### config.mk
export PLATFORM = sky130hd
export DESIGN_NAME = ft_burst_sram
export DESIGN_NICKNAME = d
export VERILOG_FILES = /design/src/rtl/ft_sram_pkg.sv /design/src/rtl/ft_burst_ctrl.sv /design/src/rtl/ft_burst_array.sv /design/src/rtl/ft_burst_sram.sv
export SDC_FILE = /design/constraint.sdc
export NUM_CORES = 2
export LEC_CHECK = 0
export BUFFER_PORTS_ARGS = -buffer_cell sky130_fd_sc_hd__buf_2
export CAP_MARGIN = 40
export CORE_UTILIZATION = 50
export DETAILED_ROUTE_END_ITERATION = 16
export MAX_ROUTING_LAYER = met4
export PLACE_DENSITY_LB_ADDON = 0.12
export SYNTH_ARGS = -nofsm -noshare
export SYNTH_HDL_FRONTEND = slang
export SYNTH_SLANG_ARGS = --single-unit
### constraint.sdc
create_clock -name clk -period 4.5 [get_ports clk]
set_input_delay 0.675 -clock clk [delete_from_list [all_inputs] [get_ports clk]]
set_output_delay 0.675 -clock clk [all_outputs]
set_load 0.01 [all_outputs]
### src/rtl/ft_sram_pkg.sv
package ft_sram_pkg;

  typedef enum logic {
    ORD_LINEAR     = 1'b0,
    ORD_INTERLEAVE = 1'b1
  } burst_order_e;

  // low two address bits of a beat, from the loaded start bits and beat count
  function automatic logic [1:0] beat_low(input logic [1:0] start,
                                          input logic [1:0] step,
                                          input burst_order_e ord);
    if (ord == ORD_INTERLEAVE) return start ^ step;
    return start + step;
  endfunction

endpackage

### src/rtl/ft_burst_ctrl.sv
module ft_burst_ctrl
  import ft_sram_pkg::*;
#(
  parameter int AW = 6
) (
  input  logic          clk,
  input  logic          rst,
  input  logic          clk_en_n,
  input  logic          sel_all,
  input  logic          load_n,
  input  logic          write_n,
  input  logic          order,
  input  logic [AW-1:0] addr,
  output logic          active,
  output logic          is_write,
  output logic [AW-1:0] beat_addr
);

  logic [AW-1:0] base_q;
  logic [1:0]    step_q;
  burst_order_e  ord_q;
  logic          active_q;
  logic          wr_q;

  always_ff @(posedge clk) begin
    if (rst) begin
      active_q <= 1'b0;
      wr_q     <= 1'b0;
      base_q   <= '0;
      step_q   <= '0;
      ord_q    <= ORD_LINEAR;
    end else if (!clk_en_n) begin
      if (!load_n) begin
        active_q <= sel_all;
        if (sel_all) begin
          base_q <= addr;
          wr_q   <= !write_n;
          ord_q  <= burst_order_e'(order);
          step_q <= '0;
        end
      end else begin
        step_q <= step_q + 2'd1;
      end
    end
  end

  assign active    = active_q;
  assign is_write  = wr_q;
  assign beat_addr = {base_q[AW-1:2], beat_low(base_q[1:0], step_q, ord_q)};

  a_r1_stall_holds: assert property (@(posedge clk) disable iff (rst)
    clk_en_n |=> $stable(active) && $stable(is_write) && $stable(beat_addr));

  a_r2_load_starts: assert property (@(posedge clk) disable iff (rst)
    (!clk_en_n && !load_n && sel_all) |=> active);

  a_r5_load_deselects: assert property (@(posedge clk) disable iff (rst)
    (!clk_en_n && !load_n && !sel_all) |=> !active);

  a_r7_type_frozen: assert property (@(posedge clk) disable iff (rst)
    (!clk_en_n && load_n) |=> $stable(is_write) && $stable(active));

  a_r8_advance_steps: assert property (@(posedge clk) disable iff (rst)
    (!clk_en_n && load_n && active) |=>
      $stable(beat_addr[AW-1:2]) && !$stable(beat_addr[1:0]));

endmodule

### src/rtl/ft_burst_array.sv
module ft_burst_array #(
  parameter int AW = 6,
  parameter int DW = 16,
  parameter int BW = 8
) (
  input  logic             clk,
  input  logic             rst,
  input  logic             wr_en,
  input  logic [AW-1:0]    waddr,
  input  logic [DW/BW-1:0] wbe,
  input  logic [DW-1:0]    wdata,
  input  logic [AW-1:0]    raddr,
  output logic [DW-1:0]    rdata
);

  localparam int NB    = DW / BW;
  localparam int DEPTH = 1 << AW;

  for (genvar g = 0; g < NB; g++) begin : g_lane
    logic [BW-1:0] lane_mem [DEPTH];

    always_ff @(posedge clk) begin
      if (rst) begin
        for (int i = 0; i < DEPTH; i++) lane_mem[i] <= '0;
      end else if (wr_en && wbe[g]) begin
        lane_mem[waddr] <= wdata[g*BW +: BW];
      end
    end

    assign rdata[g*BW +: BW] = lane_mem[raddr];

    // a lane write is visible on the read side right after its edge
    a_r9_lane_lands: assert property (@(posedge clk) disable iff (rst)
      (wr_en && wbe[g]) |=>
        (raddr != $past(waddr)) || (rdata[g*BW +: BW] == $past(wdata[g*BW +: BW])));
  end

endmodule

### src/rtl/ft_burst_sram.sv
module ft_burst_sram
  import ft_sram_pkg::*;
#(
  parameter int AW = 6,
  parameter int DW = 16,
  parameter int BW = 8
) (
  input  logic             clk,
  input  logic             rst,
  input  logic             clk_en_n,
  input  logic             sel1_n,
  input  logic             sel2,
  input  logic             sel3_n,
  input  logic             load_n,
  input  logic             write_n,
  input  logic [DW/BW-1:0] byte_wr_n,
  input  logic [AW-1:0]    addr,
  input  logic             burst_order,
  input  logic             out_en_n,
  input  logic [DW-1:0]    wr_data,
  output logic [DW-1:0]    rd_data,
  output logic             rd_drive
);

  localparam int NB = DW / BW;

  logic          sel_all;
  logic          active;
  logic          is_write;
  logic [AW-1:0] beat_addr;
  logic          commit;
  logic [DW-1:0] arr_q;
  logic [NB-1:0] lane_en;

  assign sel_all = !sel1_n && sel2 && !sel3_n;

  ft_burst_ctrl #(.AW(AW)) i_ctrl (
    .clk       (clk),
    .rst       (rst),
    .clk_en_n  (clk_en_n),
    .sel_all   (sel_all),
    .load_n    (load_n),
    .write_n   (write_n),
    .order     (burst_order),
    .addr      (addr),
    .active    (active),
    .is_write  (is_write),
    .beat_addr (beat_addr)
  );

  // a write beat takes its data on the next enabled edge
  assign commit  = active && is_write && !clk_en_n;
  assign lane_en = ~byte_wr_n;

  ft_burst_array #(.AW(AW), .DW(DW), .BW(BW)) i_array (
    .clk   (clk),
    .rst   (rst),
    .wr_en (commit),
    .waddr (beat_addr),
    .wbe   (lane_en),
    .wdata (wr_data),
    .raddr (beat_addr),
    .rdata (arr_q)
  );

  always_comb begin
    rd_drive = active && !is_write && !out_en_n;
    rd_data  = rd_drive ? arr_q : '0;
  end

  a_r4_oe_gates: assert property (@(posedge clk) disable iff (rst)
    out_en_n |-> !rd_drive);

  a_r5_hiz_after_deselect: assert property (@(posedge clk) disable iff (rst)
    (!clk_en_n && !load_n && !sel_all) |=> !rd_drive);

  a_r10_reset_idle: assert property (@(posedge clk)
    rst |=> !rd_drive);

  a_r3_write_no_drive: assert property (@(posedge clk) disable iff (rst)
    (!clk_en_n && !load_n && sel_all && !write_n) |=> !rd_drive);

endmodule

==> metrics.yaml <==
clock_network:
  cts_root_buf: "clkbuf_16"
  cts_tree: "done"
  cts.clk_slew.worst_paths_ns: 0.06
  clk_path_buf_depth: 3
  clock_latency_ns: 0.70
  numCtsBuffers: 109
  htreeDepth: 3
  cts_sinks: 1035
die:
  initial_core_util_pct: 50.5
  die_w_microns: 311
  die_area_sq_mm: 0.0970
  pin_count: 51
  core_area_sq_mm: 0.0949
  num_rows: 113
  fp.dieH_microns: 311
worst_setup_path:
  cpPeakStageDelay_ns: 0.43
  cp_top_family: "simple AND/OR/NAND/NOR gates"
  crit_top_cell: "buf_4"
  cp.arrival_ns: 3.80
  cp_cell_sequence: "ha_4 -> buf_6 -> buf_4 -> nand2b_1 -> buf_4 -> o22ai_1 -> a211oi_1 -> nor3_1 -> a21oi_1 -> nand4_1 -> nor4_4 -> buf_2"
  cp_num_buf_inv: 4
  startpoint_type: "flop"
  crit_fanout: 15
  worstSetupEndpointType: "output pin"
  critical_path_class: "flop to output pin"
  slowest_stage: "a21oi_1"
  worstPathRequired_ns: 3.83
route:
  drt_pass1_iterations: 5
  via_per_inst: 6.01
  drtIter0Drc: 3735
  ant_nets: 0
  vias: 29900
  wl_mm: 141
  route.detailed.drc: 0
  wire_per_inst_microns: 28.4
grt:
  grt.met1_usage_pct: 42.0
  grt_max_degree: 65
  overflow: 0
  grt_pass1_wl_mm: 205
  gr-usage-all-layers_pct: 29.9
  grt_use_met2_pct: 45.0
  met3_usage_pct: 5.12
  antenna_found_initial: 2
  grt_pass1_vias: 29600
  grt.busiest_layer: "met2"
timing:
  hold_viol: 0
  drv_slew: 0
  post-route-period-util_pct: 99.4
  worst_slack_ns: 0.0276
  period_needed_ns: 4.47
  fmaxAchievable_mhz: 224
  setup_viol: 0
  holdWs_ns: 0.214
  clock_skew_ns: 0.0248
  tightest_slew_ns: 0.959
  grt_setup_unrepaired: "false"
  max_slew_margin_pct: 36.1
pwr:
  total_power_w: 0.0212
  worst_ir_drop_vdd_mv: 0.295
  switchingPower_w: 0.00480
  p_comb_share_pct: 6.3
  seqPwrFrac_pct: 51.9
  p_per_area_mw_per_mm2: 394
  swShare_pct: 22.7
  p_leak_nw: 19.5
  p_int_w: 0.0164
  clockPowerShare_pct: 41.8
yosys:
  synthesis.area_sq_mm: 0.0479
  synth_top_cell_area_share_pct: 64.2
  ys_ff_latch: 1035
  synth_area_per_cell_sq_um: 13.4
  synth_top_area_cell: "edfxtp_1"
  syn_nets: 3594
  yosysWarningCount: 0
  synthArstFlopShare_pct: 0
  yosysUniqueCellTypes: 58
  ys_top_cells_by_area: "edfxtp_1 (64%), and2_1 (13%), mux4_2 (7.5%), nor2_1 (1.9%), nand2_1 (1.9%)"
  synth_top_flop_cell: "edfxtp_1"
  seq_area_frac_synth_pct: 64.7
  synthesis.instances: 3559
  synth_edf_count: 1024
cells_and_area:
  syn_to_final_growth_pct: 12.1
  multiInputGateArea_sq_mm: 0.0160
  fillers: 7598
  final_cell_mix: "and2_1 (1024), edfxtp_1 (1024), nor2_1 (247)"
  final_core_util_pct: 56.6
  drive_gt1_share_pct: 17.8
  finalNetCount: 3656
  seqCellArea_sq_mm: 0.0310
run:
  cap_violations: 0
min_path:
  worst_hold_path_type: "primary input to flop"
place:
  gp_congestion: 0.963
  post-place-ws_ns: 0.335
  dpl.hpwl_mm: 94.0
  portBuffers: 50
status:
  status: "completed"
## repair_timing
item                                    4_1_cts  5_1_grt
buffers inserted                             10        4
pin swaps                                     3        2
gates resized for setup                      15       13
gates cloned                                  0        1
hold buffers                                  0        0
endpoints found under the setup margin       16       15
## cells in the mapped netlist, types with 2 or more instances
cell,number
o21a_1,4
edfxtp_1,1024
mux4_2,159
mux2_2,5
o2bb2ai_1,2
mux2i_1,58
and2_1,1024
o21bai_1,2
buf_1,23
a221oi_1,4
a31oi_1,31
o22ai_1,50
o211ai_1,6
a21oi_1,27
nor3b_1,9
nor4_1,10
nand2_1,244
nor2_1,247
buf_4,13
inv_1,2
or4_1,7
or2_2,129
o32ai_1,3
buf_2,48
a2111oi_0,5
or3_1,2
a32oi_1,6
o221ai_1,2
nand2b_1,8
a311oi_1,4
a211oi_1,22
nand3b_1,2
nand3_1,68
nor2b_1,8
nand4_1,33
and3_1,11
o31ai_1,2
dfxtp_1,11
o21ai_0,25
nor3_1,40
clkbuf_1,162
## final cells by class
class	count	share of cell area (%)
flip-flops and latches	1035	57.7
multi-input cells	2274	29.8
repair buffers	198	3.07
well taps	1265	2.95
clock buffers	137	5.32
clock inverters	62	1.11
inverters	3	0.0210
diodes	1	0.00466
## registers in the layout, summed over array words and instances, names as in the netlist
name / count
i_array.g_lane.lane_mem: 1024
i_ctrl.active: 1
i_ctrl.base_q: 6
i_ctrl.is_write: 1
i_ctrl.ord_q: 1
i_ctrl.step_q: 2
## power groups by stage
stage	Combinational (W)	Clock, W	Sequential, W
after floorplan	0.000800	0	0.0111
after global placement	0.00126	0	0.0112
after detailed placement	0.00128	0	0.0112
after CTS	0.00131	0.00892	0.0110
after global routing	0.00140	0.00930	0.0110
final	0.00133	0.00886	0.0110
## final timing paths
kind | from | to | slack [ns] | cells past startpoint
worst min register to register | i_ctrl.active$_SDFFE_PP0P_ | i_ctrl.active$_SDFFE_PP0P_ | 0.53 | 2
worst min-delay path | addr[2] | i_ctrl.base_q[2]$_SDFFE_PP0P_ | 0.21 | 3
worst max register to register | i_ctrl.base_q[1]$_SDFFE_PP0P_ | i_array.g_lane[1].lane_mem[0][2]$_SDFFCE_PN0P_ | 0.86 | 11
worst max-delay path | i_ctrl.step_q[0]$_SDFFE_PP0P_ | rd_data[12] | 0.03 | 12
## worst register-to-register path, stage by stage (launching register included)
cell,delay (ns)
dfxtp_1,0.37
xnor2_4,0.29
buf_4,0.22
xnor2_4,0.13
buf_12,0.15
buf_4,0.14
buf_12,0.22
nand2_1,0.37
buf_4,0.32
buf_4,0.22
nor2_1,0.53
or2_2,0.38
## through the flow
stage | instance area (sq um) | cells | TNS, ns
3_5_place_dp | 49900 | 4760 | 0
5_1_grt | 53700 | 4975 | 0
6_report | 53700 | 4975 | 0
4_1_cts | 53600 | 4969 | -0.0284
2_1_floorplan | 47900 | 3559 | 0
3_3_place_gp | 49900 | 4757 | 0
## per-layer routing
metal / wire length, microns / vias up / part of all wire, %
li1: - / 12900 / -
met2: 65100 / 1425 / 46
met4: 4020 / 0 / 2.9
met5: 0 / - / 0
met3: 12700 / 223 / 9.0
met1: 59300 / 15300 / 42
## cell families (layout without fill, tap and decap cells)
family	after synthesis	count (layout)	share of synthesized area [%]
DFF	1035	1035	64.7
and+or+nand+nor	1846	1846	21.4
buffers and inverters	250	400	2.20
other	0	1	0
xor gates and xnor gates	3	3	0.125
adders and majority gates	1	1	0.0261
AOI/OAI and AO/OA	202	202	2.78
muxes	222	222	8.81
(Power assumes the default switching activity.)
